$ cat src/rtl/aux_seq_pkg.sv
package aux_seq_pkg;
  localparam int unsigned ADDR_W = 20;

  typedef enum logic [3:0] {
    S_IDLE, S_CLEAR, S_LOAD, S_LAUNCH, S_WAIT_EN, S_WAIT_RPLY,
    S_CHECK, S_COPY, S_ADV, S_RETRY, S_DONE, S_FAIL
  } seq_state_e;

  // [7:4] length-1, [3] native, [2:1] zero, [0] read
  function automatic logic [7:0] aux_cmd(logic [3:0] len_m1, logic native, logic rd);
    return {len_m1, native, 2'b00, rd};
  endfunction
endpackage

$ cat src/rtl/aux_chunk_track.sv
module aux_chunk_track #(
  parameter int unsigned LEN_W     = 12,
  parameter int unsigned CHUNK_MAX = 16,
  localparam int unsigned CW       = $clog2(CHUNK_MAX + 1)
) (
  input  logic                            clk_i,
  input  logic                            rst_ni,
  input  logic                            load_i,
  input  logic [LEN_W-1:0]                len_i,
  input  logic [aux_seq_pkg::ADDR_W-1:0]  addr_i,
  input  logic                            adv_i,
  output logic [LEN_W-1:0]                rem_o,
  output logic [aux_seq_pkg::ADDR_W-1:0]  addr_o,
  output logic [LEN_W-1:0]                base_o,
  output logic [CW-1:0]                   clen_o,
  output logic                            last_o
);
  logic [LEN_W-1:0]               rem_q, base_q;
  logic [aux_seq_pkg::ADDR_W-1:0] addr_q;

  assign clen_o = (rem_q >= LEN_W'(CHUNK_MAX)) ? CW'(CHUNK_MAX) : CW'(rem_q);
  assign last_o = rem_q <= LEN_W'(CHUNK_MAX);
  assign rem_o  = rem_q;
  assign addr_o = addr_q;
  assign base_o = base_q;

  always_ff @(posedge clk_i or negedge rst_ni) begin
    if (!rst_ni) begin
      rem_q  <= '0;
      base_q <= '0;
      addr_q <= '0;
    end else if (load_i) begin
      rem_q  <= len_i;
      base_q <= '0;
      addr_q <= addr_i;
    end else if (adv_i) begin
      rem_q  <= rem_q - LEN_W'(clen_o);
      base_q <= base_q + LEN_W'(clen_o);
      addr_q <= addr_q + aux_seq_pkg::ADDR_W'(clen_o);
    end
  end


  adv_nonempty_chk: assert property (@(posedge clk_i) disable iff (!rst_ni)
    adv_i |-> rem_q != '0);
endmodule

$ cat src/rtl/aux_ms_timer.sv
module aux_ms_timer #(
  parameter int unsigned TICK_CYC = 1000,
  parameter int unsigned MS_MAX   = 20,
  localparam int unsigned PW      = (TICK_CYC > 1) ? $clog2(TICK_CYC) : 1,
  localparam int unsigned MSW     = $clog2(MS_MAX + 1)
) (
  input  logic           clk_i,
  input  logic           rst_ni,
  input  logic           clr_i,
  input  logic [MSW-1:0] limit_i,
  output logic           expired_o
);
  logic [PW-1:0]  presc_q;
  logic [MSW-1:0] ms_q;

  always_ff @(posedge clk_i or negedge rst_ni) begin
    if (!rst_ni) begin
      presc_q <= '0;
      ms_q    <= '0;
    end else if (clr_i) begin
      presc_q <= '0;
      ms_q    <= '0;
    end else if (ms_q != MSW'(MS_MAX)) begin
      if (presc_q == PW'(TICK_CYC - 1)) begin
        presc_q <= '0;
        ms_q    <= ms_q + 1'b1;
      end else begin
        presc_q <= presc_q + 1'b1;
      end
    end
  end

  assign expired_o = ms_q >= limit_i;


  ms_sat_chk: assert property (@(posedge clk_i) disable iff (!rst_ni)
    ms_q <= MSW'(MS_MAX));
endmodule

$ cat src/rtl/aux_retry_ctr.sv
module aux_retry_ctr #(
  parameter int unsigned MAX_TRY = 10,
  localparam int unsigned TW     = (MAX_TRY > 1) ? $clog2(MAX_TRY) : 1
) (
  input  logic clk_i,
  input  logic rst_ni,
  input  logic clr_i,
  input  logic inc_i,
  output logic last_o
);
  logic [TW-1:0] cnt_q;

  always_ff @(posedge clk_i or negedge rst_ni) begin
    if (!rst_ni)    cnt_q <= '0;
    else if (clr_i) cnt_q <= '0;
    else if (inc_i) cnt_q <= cnt_q + 1'b1;
  end

  assign last_o = cnt_q == TW'(MAX_TRY - 1);


  no_overflow_chk: assert property (@(posedge clk_i) disable iff (!rst_ni)
    inc_i |-> cnt_q < TW'(MAX_TRY - 1));
endmodule

$ cat src/rtl/aux_burst_seq.sv
module aux_burst_seq
  import aux_seq_pkg::*;
#(
  parameter int unsigned LEN_W       = 12,
  parameter int unsigned CHUNK_MAX   = 16,
  parameter int unsigned MAX_TRY     = 10,
  parameter int unsigned TICK_CYC    = 1000,
  parameter int unsigned EN_TMO_MS   = 20,
  parameter int unsigned RPLY_TMO_MS = 10,
  localparam int unsigned IW         = $clog2(CHUNK_MAX),
  localparam int unsigned CW         = $clog2(CHUNK_MAX + 1),
  localparam int unsigned MS_MAX     = (EN_TMO_MS > RPLY_TMO_MS) ? EN_TMO_MS : RPLY_TMO_MS,
  localparam int unsigned MSW        = $clog2(MS_MAX + 1)
) (
  input  logic              clk_i,
  input  logic              rst_ni,
  input  logic              req_start_i,
  input  logic [LEN_W-1:0]  req_len_i,
  input  logic [19:0]       req_addr_i,
  input  logic              req_write_i,
  input  logic              req_native_i,
  output logic              busy_o,
  output logic              done_o,
  output logic              err_o,
  output logic              data_rd_o,
  output logic              data_we_o,
  output logic [LEN_W-1:0]  data_idx_o,
  input  logic [7:0]        data_i,
  output logic [7:0]        data_o,
  output logic              eng_clr_o,
  output logic              eng_buf_we_o,
  output logic [IW-1:0]     eng_buf_idx_o,
  output logic [7:0]        eng_buf_wdata_o,
  input  logic [7:0]        eng_buf_rdata_i,
  output logic [7:0]        eng_addr_lo_o,
  output logic [7:0]        eng_addr_mid_o,
  output logic [3:0]        eng_addr_hi_o,
  output logic [7:0]        eng_cmd_o,
  output logic              eng_launch_o,
  input  logic              eng_busy_i,
  input  logic              eng_reply_i,
  output logic              eng_reply_clr_o,
  input  logic              eng_err_i,
  output logic              eng_err_clr_o,
  input  logic [3:0]        eng_status_i
);
  seq_state_e        state_q, state_d;
  logic [IW-1:0]     idx_q;
  logic              wr_q, nat_q;
  logic              ck_load, ck_adv, ck_last;
  logic [LEN_W-1:0]  ck_rem, ck_base;
  logic [ADDR_W-1:0] ck_addr;
  logic [CW-1:0]     ck_clen;
  logic              tmr_clr, tmr_exp;
  logic [MSW-1:0]    tmr_limit;
  logic              try_clr, try_inc, try_last;
  logic              byte_last, attempt_bad;

  aux_chunk_track #(.LEN_W(LEN_W), .CHUNK_MAX(CHUNK_MAX)) i_chunk (
    .clk_i, .rst_ni, .load_i(ck_load), .len_i(req_len_i), .addr_i(req_addr_i),
    .adv_i(ck_adv), .rem_o(ck_rem), .addr_o(ck_addr), .base_o(ck_base),
    .clen_o(ck_clen), .last_o(ck_last)
  );

  aux_ms_timer #(.TICK_CYC(TICK_CYC), .MS_MAX(MS_MAX)) i_tmr (
    .clk_i, .rst_ni, .clr_i(tmr_clr), .limit_i(tmr_limit), .expired_o(tmr_exp)
  );

  aux_retry_ctr #(.MAX_TRY(MAX_TRY)) i_try (
    .clk_i, .rst_ni, .clr_i(try_clr), .inc_i(try_inc), .last_o(try_last)
  );

  assign byte_last   = CW'(idx_q) == ck_clen - CW'(1);
  assign attempt_bad = eng_err_i || (eng_status_i != 4'h0);
  assign tmr_limit   = (state_q == S_WAIT_EN) ? MSW'(EN_TMO_MS) : MSW'(RPLY_TMO_MS);
  assign tmr_clr     = (state_q == S_LAUNCH) || (state_q == S_WAIT_EN && !eng_busy_i);

  always_comb begin
    state_d = state_q;
    ck_load = 1'b0;
    ck_adv  = 1'b0;
    try_clr = 1'b0;
    try_inc = 1'b0;
    unique case (state_q)
      S_IDLE: if (req_start_i) begin
        ck_load = 1'b1;
        try_clr = 1'b1;
        state_d = (req_len_i == '0) ? S_DONE : S_CLEAR;
      end
      S_CLEAR:     state_d = wr_q ? S_LOAD : S_LAUNCH;
      S_LOAD:      if (byte_last) state_d = S_LAUNCH;
      S_LAUNCH:    state_d = S_WAIT_EN;
      S_WAIT_EN:   if (!eng_busy_i) state_d = S_WAIT_RPLY;
                   else if (tmr_exp) state_d = S_RETRY;
      S_WAIT_RPLY: if (eng_reply_i) state_d = S_CHECK;
                   else if (tmr_exp) state_d = S_RETRY;
      S_CHECK:     state_d = attempt_bad ? S_RETRY : (wr_q ? S_ADV : S_COPY);
      S_COPY:      if (byte_last) state_d = S_ADV;
      S_ADV: begin
        ck_adv  = 1'b1;
        try_clr = 1'b1;
        state_d = ck_last ? S_DONE : S_CLEAR;
      end
      S_RETRY: if (try_last) state_d = S_FAIL;
               else begin
                 try_inc = 1'b1;
                 state_d = S_CLEAR;
               end
      S_DONE, S_FAIL: state_d = S_IDLE;
      default: state_d = S_IDLE;
    endcase
  end

  always_ff @(posedge clk_i or negedge rst_ni) begin
    if (!rst_ni) begin
      state_q <= S_IDLE;
      idx_q   <= '0;
      wr_q    <= 1'b0;
      nat_q   <= 1'b0;
    end else begin
      state_q <= state_d;
      if (state_q == S_IDLE && req_start_i) begin
        wr_q  <= req_write_i;
        nat_q <= req_native_i;
      end
      if (state_q == S_CLEAR || state_q == S_CHECK) idx_q <= '0;
      else if (state_q == S_LOAD || state_q == S_COPY) idx_q <= idx_q + 1'b1;
    end
  end

  assign busy_o          = state_q != S_IDLE;
  assign done_o          = state_q == S_DONE;
  assign err_o           = state_q == S_FAIL;
  assign data_rd_o       = state_q == S_LOAD;
  assign data_we_o       = state_q == S_COPY;
  assign data_idx_o      = ck_base + LEN_W'(idx_q);
  assign data_o          = eng_buf_rdata_i;
  assign eng_clr_o       = state_q == S_CLEAR;
  assign eng_buf_we_o    = state_q == S_LOAD;
  assign eng_buf_idx_o   = idx_q;
  assign eng_buf_wdata_o = data_i;
  assign eng_addr_lo_o   = ck_addr[7:0];
  assign eng_addr_mid_o  = ck_addr[15:8];
  assign eng_addr_hi_o   = ck_addr[19:16];
  assign eng_cmd_o       = aux_cmd(4'(ck_clen - CW'(1)), nat_q, ~wr_q);
  assign eng_launch_o    = state_q == S_LAUNCH;
  assign eng_reply_clr_o = state_q == S_CHECK;
  assign eng_err_clr_o   = (state_q == S_CHECK) && eng_err_i;


  pulse_in_busy_chk: assert property (@(posedge clk_i) disable iff (!rst_ni)
    (done_o || err_o) |-> busy_o);

  zero_len_chk: assert property (@(posedge clk_i) disable iff (!rst_ni)
    (!busy_o && req_start_i && req_len_i == '0) |=> done_o);

  launch_has_data_chk: assert property (@(posedge clk_i) disable iff (!rst_ni)
    eng_launch_o |-> ck_rem != '0);

  err_clr_chk: assert property (@(posedge clk_i) disable iff (!rst_ni)
    eng_err_clr_o |-> (eng_reply_clr_o && eng_err_i));

  copy_after_ok_chk: assert property (@(posedge clk_i) disable iff (!rst_ni)
    (data_we_o && !$past(data_we_o)) |->
      ($past(eng_reply_clr_o) && !$past(eng_err_i) && $past(eng_status_i) == 4'h0));
endmodule

$ cat config.mk
export PLATFORM = sky130hd
export DESIGN_NAME = aux_burst_seq
export DESIGN_NICKNAME = d
export VERILOG_FILES = /design/src/rtl/aux_seq_pkg.sv /design/src/rtl/aux_chunk_track.sv /design/src/rtl/aux_ms_timer.sv /design/src/rtl/aux_retry_ctr.sv /design/src/rtl/aux_burst_seq.sv
export SDC_FILE = /design/constraint.sdc
export NUM_CORES = 1
export LEC_CHECK = 0
export BUFFER_PORTS_ARGS = -buffer_cell sky130_fd_sc_hd__buf_2
export CORE_ASPECT_RATIO = 2
export CORE_MARGIN = 1.5
export CORE_UTILIZATION = 55
export CTS_CLUSTER_DIAMETER = 150
export CTS_CLUSTER_SIZE = 30
export DETAILED_ROUTE_END_ITERATION = 10
export GPL_ROUTABILITY_DRIVEN = 0
export HOLD_SLACK_MARGIN = 0.12
export PLACE_DENSITY = 0.81
export SLEW_MARGIN = 20
export SYNTH_ARGS = -nofsm -noshare
export SYNTH_HDL_FRONTEND = slang
export SYNTH_HIERARCHICAL = 1
export SYNTH_SLANG_ARGS = --single-unit
$ cat constraint.sdc
create_clock -name clk_i -period 4.7 [get_ports clk_i]
set_input_delay 0.94 -clock clk_i [delete_from_list [all_inputs] [get_ports clk_i]]
set_output_delay 0.94 -clock clk_i [all_outputs]
set_load 0.02 [all_outputs]
# Word level (Yosys, flattened, before mapping)
# Cells that the tools add are included.
# classes
addsub,9
magnitude_cmp,3
n_eq_ne,18
muxes,37
bitwise,1
n_reduce_logical,19
# ops
cell,count
two-way mux 4 bit,15
two-way mux 12 bit,4
two-way mux 20 bit,2
one-hot mux 4 bit (10 select lines),1
two-way mux 10 bit,3
two-way mux 5 bit,5
adder 20 x 5 -> 20 bit,1
"equality test 4 bit, second input constant",5
"equality test 4 x 3 -> 1 bit, second input constant",4
adder 12 x 4 -> 12 bit,1
adder 12 x 5 -> 12 bit,1
">= comparator 12 x 5 -> 1 bit, second input constant",1
"less-or-equal comparator 12 x 5 -> 1 bit, second input constant",1
logical NOT 12 bit,1
subtractor 12 x 5 -> 12 bit,1
"adder 10 x 1 -> 10 bit, second input constant",1
"equality test 10 bit, second input constant",1
nonzero test 2 bit,5
"adder 4 x 1 -> 4 bit, second input constant",2
"equality test 4 x 2 -> 1 bit, second input constant",2
nonzero test 4 bit,2
two-way mux 1 bit,6
"adder 5 x 1 -> 5 bit, second input constant",1
equality test 4 x 5 -> 1 bit,1
14 further kinds,20
# word_totals
regBits,73
input_bits,60
word_cells,97

# Longest topological paths before layout
# Gate-level depths: netlist (run 1).
# logic_depth
ltp_word,6
ltp_mapped,12
depth_no_buf,11

# Hierarchy
# The synthesis (run 1) kept the hierarchy.
# by_module_without_submodules
mod,instances,cells_per_inst,area_per_inst_um2,seq_area_each_um2
aux_chunk_track,1,333,2945.3,1101.1
aux_burst_seq,1,185,1453.9,250.2
aux_ms_timer,1,97,943.4,375.4
aux_retry_ctr,1,21,221.5,100.1

# Worst setup path after synthesis (run 1)
# OpenSTA, ideal clock, no wires.
# synth_timing
kind,flip-flop to output port
start,register i_chunk.rem_q[6] (netlist: i_chunk/rem_o[6])
end,output port eng_cmd_o[6]
t_arrival_ns,2.303
path_slack_ns,1.457
path_stages_with_launch,7
path_buffers,0
cell_sequence,dfrtp_1 -> or4_4 -> nor3_4 -> and2_1 -> inv_1 -> ha_1 -> xor2_1
# synth_between
elab_chain_len,3
# synth_rtl
element,line,rtl
start: declaration,aux_chunk_track.sv:18,"logic [LEN_W-1:0] rem_q, base_q;"
start signal: assignment,aux_chunk_track.sv:33,rem_q <= len_i;
start signal: assignment,aux_chunk_track.sv:37,rem_q <= rem_q - LEN_W'(clen_o);
>= comparator 12 x 5 -> 1 bit,aux_chunk_track.sv:21,assign clen_o = (rem_q >= LEN_W'(CHUNK_MAX)) ? CW'(CHUNK_MAX) : CW'(rem_q);
two-way mux 5 bit,aux_chunk_track.sv:21,
net ck_clen[0],aux_burst_seq.sv:53,logic [CW-1:0] ck_clen;
subtractor 5 x 1 -> 5 bit,aux_burst_seq.sv:145,"assign eng_cmd_o = aux_cmd(4'(ck_clen - CW'(1)), nat_q, ~wr_q);"
end: declaration,aux_burst_seq.sv:38,"output logic [7:0] eng_cmd_o,"
# The timed path passes the listed nets, and every way through them passes these cells.

# Final worst setup path (run 1)
# Same ends and word-level chain as after synthesis.

==> implementation parameters, run 1 <==
Parameter                              Value

Global routing
  Global route total overflow ... 0
  GR Util All Layers ... 28.2%
  Number of global-route vias before repair ... 5214
  Antenna violations before repair ... 0
  Pin count of the biggest net entering global routing ... 41
  Wire length of the first global-routing pass ... 24200 µm

Floorplanning
  Starting density of the core ... 57.0%
  Die area ... 10800 µm²
  Core outline area ... 9760 µm²
  Die extent in x ... 74.1 µm
  Ports placed on the boundary ... 130
  Vertical extent of the die ... 145 µm
  Placement row count ... 51

Synth
  Cell variety after synth ... 83
  Dominant synthesized flop cell ... dfrtp_1
  Area share of and/or/nand/nor cells after synthesis ... 25.0%
  Post-synthesis xor/xnor area fraction ... 4.99%
  Synth top area share ... 32.8%
  Register bit count reported by yosys ... 73
  Synthesized area ... 5560 µm²
  Synthesized area divided by synthesized cell count ... 8.75 µm²
  Sequential share of the synthesized area ... 32.8%
  Fraction of the mapped netlist area in compound gates ... 20.6%
  Post-synth top area cell ... dfrtp_1
  Portion of netlist area occupied by mux cells ... 2.11%
  Number of cells produced by synthesis ... 636
  Top post-synthesis cells by area ... dfrtp_1 33%, ha_1 6.1%, nand2_1 4.2%
  Fraction of registers with async set or reset after synthesis ... 100%
  Count of flip-flops with a built-in enable after synthesis ... 0
  Warnings, synthesis ... 6
  Area share of fa/ha/maj cells after synthesis ... 7.33%
  Largest family of logic cells by synthesized area ... simple AND/OR/NAND/NOR gates

Detailed routing
  Detailed-route vias per instance ... 6.31
  Total Wirelength ... 14500 µm
  Initial DRC count ... 346
  First drt pass iteration count ... 5
  Remaining antenna violation count ... 0
  Number of DRC violations after detailed routing ... 0
  Vias after detailed routing ... 5299
  Per-cell routed wire length ... 17.2 µm

STA
  Worst-Margin Slew ... 0.852 ns
  Period Utilization, post-route ... 78.4%
  Rel. slew slack ... 42.6%
  Number of max-slew violations in the final report ... 0
  Clock period minus final worst setup slack ... 3.68 ns
  Timing-limited maximum frequency ... 0.271 GHz
  RSZ-0062 raised after global routing ... no
  Fin. Hold Viols ... 0
  Max Clock Skew ... 0.00680 ns
  Final setup violation count ... 0
  Setup TNS ... 0 ns
  Minimum setup slack in the final design ... 1.02 ns

Placement
  Pre-CTS WS ... 1.10 ns
  Number of buffer cells added on primary ports ... 95
  Sum of net half-perimeters after detailed placement ... 10800 µm

Power and ir drop
  Switching power of the nets ... 1700 µW
  Proportion of power drawn by the clock network ... 18.3%
  Final total power ... 3620 µW
  Internal ... 1920 µW
  Leakage power summed over all cells ... 0.00287 µW
  PwrDens ... 579 nW/µm²
  Largest vdd supply drop ... 0.313 mV
  Comb power frac ... 46.9%
  Net Sw Frac ... 47.0%
  Part of the power in registers ... 34.8%

Worst setup path
  Crit path DAT ... 2.74 ns
  Setup slack of the most critical reg-to-reg path ... 1.21 ns
  Critical-path cell list ... or4_4 -> nor3_4 -> and2_1 -> inv_1 -> ha_1 -> xor2_1 -> buf_2
  Depth of the worst register-to-register path ... 10
  Family with the most delay on the worst path ... simple AND/OR/NAND/NOR gates
  Worst Path Required ... 3.76 ns
  Setup CP Type ... flop to output port
  Top fanout value on the critical path ... 6
  Startpoint of the lowest-slack register-to-register path ... i_chunk/rem_o[6]
  CP startpoint kind ... flop
  Critical path launch point ... i_chunk/rem_o[6]
  Delay contributed by the slowest stage of the critical path ... 0.61 ns
  Cell at the slowest stage of the critical path ... or4_4
  Endpoint of the lowest-slack register-to-register path ... i_chunk/addr_o[12]
  Kind of end point of the critical path ... output port
  Number of buffer and inverter instances along the worst setup path ... 2

Job
  Max-cap violations ... 0

Clocking
  Clk pin slew, worst setup/hold paths ... 0.06 ns
  TritonCTS Buffers ... 9
  Buffer levels on the longest clock path ... 2
  Post-cts hold buffer count ... 0
  H-tree levels ... 3
  Post_cts resized ... 0
  CTS sink cnt ... 73
  Clock tree from TritonCTS ... done
  Clock network latency to the later pin of the worst-skew pair ... 0.34 ns
  Clock root buffer ... clkbuf_16
  Post-CTS Setup Repair Bufs ... 0

Worst hold path
  WHS Path Cells ... 1
  Launch point of the worst hold path ... nat_q
  Hold Crit Endpoint ... nat_q
  Hold/Removal Path Class ... flop to flop

Run status
  Outcome ... complete, no violations

Finish
  Synthesis-to-layout area growth ... 12.5%
  Fraction of layout instances using a drive strength above 1 ... 20.3%
  Number of nets in the finished design ... 794
  Antenna fix cells ... 0
  Layout filler cell count ... 848
[synth_stat cells, types with 9 or more instances]
cell type	number
dfrtp_1	73
nand2_1	62
nor2_1	46
a21oi_1	37
inv_1	28
ha_1	27
o21ai_0	25
buf_4	23
nand3_1	20
nor3_1	18
xor2_1	18
nand4_1	15
clkbuf_1	13
o211ai_1	12
o31ai_1	11
or4_1	11
xnor2_1	11
and3_1	10
nand2b_1	10
and2_1	9
[power by group through the flow]
stage / clock network (µW) / logic (µW) / registers, µW
floorplan: 0 / 1270 / 1210
global placement: 0 / 1620 / 1240
detailed placement: 0 / 1680 / 1260
CTS: 674 / 1700 / 1250
global route: 703 / 1880 / 1310
finish: 664 / 1700 / 1260
[cell usage in the layout (no fill, tap or decap), drive strengths merged, types with 11 or more instances in the layout]
cell type / netlist / final
clkbuf: 13 / 11
nor3: 21 / 21
dfrtp: 73 / 73
nand2: 63 / 63
nand2b: 11 / 11
buf: 32 / 100
nand4: 16 / 16
o211ai: 12 / 12
xnor2: 11 / 11
nor2: 46 / 46
and3: 12 / 12
a21oi: 37 / 37
or4: 12 / 12
nand3: 21 / 21
inv: 30 / 30
ha: 27 / 27
o31ai: 11 / 11
o21ai: 27 / 27
xor2: 18 / 18
[through the flow]
step / area [µm²] / utilization [%] / hold WS, ns / instances
4_1_cts: 6260 / 64.1 / 0.502 / 840
3_5_place_dp: 5980 / 61.2 / 0.489 / 825
3_3_place_gp: 5980 / 61.2 / 0.483 / 825
5_1_grt: 6260 / 64.1 / 0.517 / 840
2_1_floorplan: 5570 / - / 0.481 / 638
6_report: 6260 / 64.1 / 0.500 / 840
[flip-flops by register name (all words and copies together), names as in the netlist]
register        count
i_chunk/addr_o     20
i_chunk/base_o     12
i_chunk/rem_o      12
i_tmr/presc_q      10
i_tmr/ms_q          5
eng_buf_idx_o       4
i_try/cnt_q         4
state_q             4
nat_q               1
wr_q                1
[kinds of logic after synthesis]
family,after synthesis
simple gates,250
compound gates,164
buf+inv,75
flops,73
fa+ha+maj,31
xor+xnor,30
mux,11
other cells,2
[layout make-up]
type	count	area [µm²]	area share [%]
clock inverter	4	45.0	0.719
clock buffer	11	233	3.72
sequential	73	1830	29.2
timing repair buffer	100	513	8.19
multi-input combinational	490	3370	53.8
tap	132	165	2.64
inverter	30	113	1.80
[worst max path at each step]
stage / endpoint / depth (start not counted)
finish: eng_cmd_o[6] / 7
global route: eng_cmd_o[6] / 8
CTS: eng_cmd_o[6] / 8
detailed placement: i_chunk/addr_o[18] / 8
global placement: i_chunk/addr_o[10] / 8
floorplan: eng_cmd_o[6] / 6
[per-layer routing]
layer	global-route usage (%)	up-vias	part of all wire [%]
met3	3.75	56	3.9
met1	31.4	2584	37
met5	0	-	0
met2	49.0	186	54
met4	16.2	0	4.8
li1	-	2473	-
Power figures use the tool's default switching activity.
==> run 2, diff against run 1 <==
Settings changed: CORE_UTILIZATION 55 to 50, PLACE_DENSITY 0.81 to 0.78.
Clock period 4.7 ns to 3.2 ns, I/O delays scaled along.
==> run 2 against run 1 <==
Effect of this change:
- cell area is 4.9% higher
- flip-flop and latch count unchanged
- clock power grew 67%
- wire length up 5.4%
- sequential power up 44%
- total power increased by 56%
- sequential share of layout area decreased by 1.4 points
- clock skew up 0.0020 ns
- non-clock buffer count increased by 19
- critical path type unchanged
- highest routed layer unchanged
==> implementation parameters, run 2 (same netlist as run 1, synthesis figures left out) <==
Parameter                              Value

Floorplanning
  Core outline area ... 10900 µm² (+11%)
  Die extent in x ... 77.6 µm (+4.7%)
  Die area ... 11800 µm² (+9.7%)
  Ports placed on the boundary ... 130 (unchanged)
  Vertical extent of the die ... 152 µm (+4.8%)
  Starting density of the core ... 51.2% (-5.8 points)
  Placement row count ... 54 (+5.9%)

Finish
  Post-Layout Inst Area ... 6570 µm² (+4.9%)
  Antenna fix cells ... 0 (unchanged)
  Synthesis-to-layout area growth ... 18.1%
  Max FFs per register ... 20 (unchanged)
  Area of the multi-input gates ... 3450 µm² (+2.5%)
  Fraction of layout instances using a drive strength above 1 ... 24.6% (+4.2 points)
  Layout filler cell count ... 915 (+7.9%)
  Most common cell after layout, fill and taps aside ... buf_2
  Commonest cells after routing, fill and taps aside ... 94 x buf_2, 72 x dfrtp_1, 61 x nand2_1
  Reg area ... 1830 µm² (about the same)
  Number of nets in the finished design ... 813 (+2.4%)

STA
  Rel. slew slack ... 51.6% (+9.0 points)
  Timing-limited maximum frequency ... 0.316 GHz
  Fin. Hold Viols ... 0 (unchanged)
  Max Clock Skew ... 0.00882 ns (+0.00202 ns)
  Clock period minus final worst setup slack ... 3.16 ns
  Minimum setup slack in the final design ... 0.0394 ns (-0.977 ns)
  Number of max-slew violations in the final report ... 0 (unchanged)
  Setup TNS ... 0 ns (unchanged)
  Worst-Margin Slew ... 0.726 ns (-0.127 ns)
  RSZ-0062 raised after global routing ... yes
  Period Utilization, post-route ... 98.8%
  Final setup violation count ... 0 (unchanged)

Placement
  Pre-CTS WS ... -0.153 ns (-1.26 ns)
  Number of buffer cells added on primary ports ... 95 (unchanged)
  Sum of net half-perimeters after detailed placement ... 11200 µm (+3.8%)
  Post-DP Area ... 6100 µm² (+2.0%)

Worst setup path
  CP startpoint kind ... flop
  Setup CP Type ... flop to output port
  Worst Path Required ... 2.56 ns (-1.20 ns)
  Crit path DAT ... 2.52 ns (-0.22 ns)
  Setup slack of the most critical reg-to-reg path ... 0.05 ns (-1.16 ns)
  Kind of end point of the critical path ... output port
  Top fanout value on the critical path ... 5 (-1)

Global routing
  Number of global-route vias before repair ... 5467 (+4.9%)
  Pin count of the biggest net entering global routing ... 45 (+9.8%)
  Wire length of the first global-routing pass ... 25100 µm (+3.7%)
  GR Util All Layers ... 26.1% (-2.1 points)
  Antenna violations before repair ... 0 (unchanged)
  Global route total overflow ... 0 (unchanged)

Detailed routing
  Remaining antenna violation count ... 0 (unchanged)
  First drt pass iteration count ... 5 (unchanged)
  Detailed-route vias per instance ... 6.15 (-2.5%)
  Number of DRC violations after detailed routing ... 0 (unchanged)
  Vias after detailed routing ... 5340 (+0.77%)
  Per-cell routed wire length ... 17.6 µm (+2.0%)
  Total Wirelength ... 15300 µm (+5.4%)
  Initial DRC count ... 398 (+15%)

Clocking
  Buffer levels on the longest clock path ... 2 (unchanged)
  Clk pin slew, worst setup/hold paths ... 0.06 ns (about the same)
  CTS sink cnt ... 73 (unchanged)
  Post-cts hold buffer count ... 0 (unchanged)
  Clock root buffer ... clkbuf_16
  Clock tree from TritonCTS ... done
  TritonCTS Buffers ... 9 (unchanged)
  Clock network latency to the later pin of the worst-skew pair ... 0.34 ns (about the same)
  H-tree levels ... 3 (unchanged)

Power and ir drop
  Leakage power summed over all cells ... 0.00300 µW (+4.5%)
  Final total power ... 5650 µW (+56%)
  Largest vdd supply drop ... 0.373 mV (+19%)
  PwrDens ... 860 nW/µm² (+49%)

Job
  Max-cap violations ... 0 (unchanged)

Worst hold path
  Hold/Removal Path Class ... input pin to asynchronous set/reset pin

Run status
  Outcome ... complete, no violations
[run 2: cell count changes in the layout (fill, tap and decap cells not counted), sizes merged]
| cell | before | now |
|---|---|---|
| buf | 100 | 119 |
| bufinv | 1 | 2 |
| clkbuf | 11 | 14 |
| clkinv | 3 | 0 |
[run 2: worst paths after layout]
check / from / end / depth (start not counted)
worst max-delay path: i_chunk/rem_o[7] / eng_cmd_o[6] / 8
worst min-delay path: rst_ni / i_chunk/addr_o[9] / 1
worst max register to register: i_chunk/rem_o[7] / i_chunk/base_o[11] / 10
worst min register to register: nat_q / nat_q / 1
max in group asynchronous: rst_ni / i_chunk/rem_o[7] / 2
min in group clk_i: nat_q / nat_q / 1
[run 2: cell type report]
class / instances / share of cell area, %
well taps: 140 / 2.67
repair buffers: 119 / 10.4
clock inverters: 2 / 0.914
multi-input cells: 490 / 52.5
inverters: 30 / 1.71
clock buffers: 14 / 4.02
flip-flops and latches: 73 / 27.8
[run 2: routing by layer]
layer	vias up	global-route usage (%)	part of all wire (%)	wire length (µm)
li1	2511	-	-	-
met1	2594	26.6	37	5600
met2	184	48.9	56	8500
met3	51	4.73	3.9	592
met4	0	13.4	3.8	579
met5	-	0	0	0
[run 2: through the flow]
step           hold slack (ns)  std cells  util, %
6_report                 0.350        868     60.4
5_1_grt                  0.406        868     60.4
2_1_floorplan            0.344        638        -
3_3_place_gp             0.484        846     56.1
3_5_place_dp             0.493        846     56.1
4_1_cts                  0.370        862     59.2
[run 2: power breakdown]
group          total [µW]  switching [µW]  internal (µW)
clock                1110             380            726
sequential           1810             536           1270
combinational        2740            1670           1070
[run 2: worst max-delay path: stages, from the launching register on]
cell and delay (ns):
dfrtp_2 0.43, or4_4 0.58, nor3_4 0.29, and2_4 0.21, buf_6 0.11, inv_2 0.05
ha_4 0.17, xor2_2 0.20, buf_6 0.15
[run 2: what timing repair did]
item	in CTS	in global routing
setup buffers	0	6
resized for setup	6	20
gates cloned	0	0
pin swaps	3	8
setup endpoints to repair	9	20
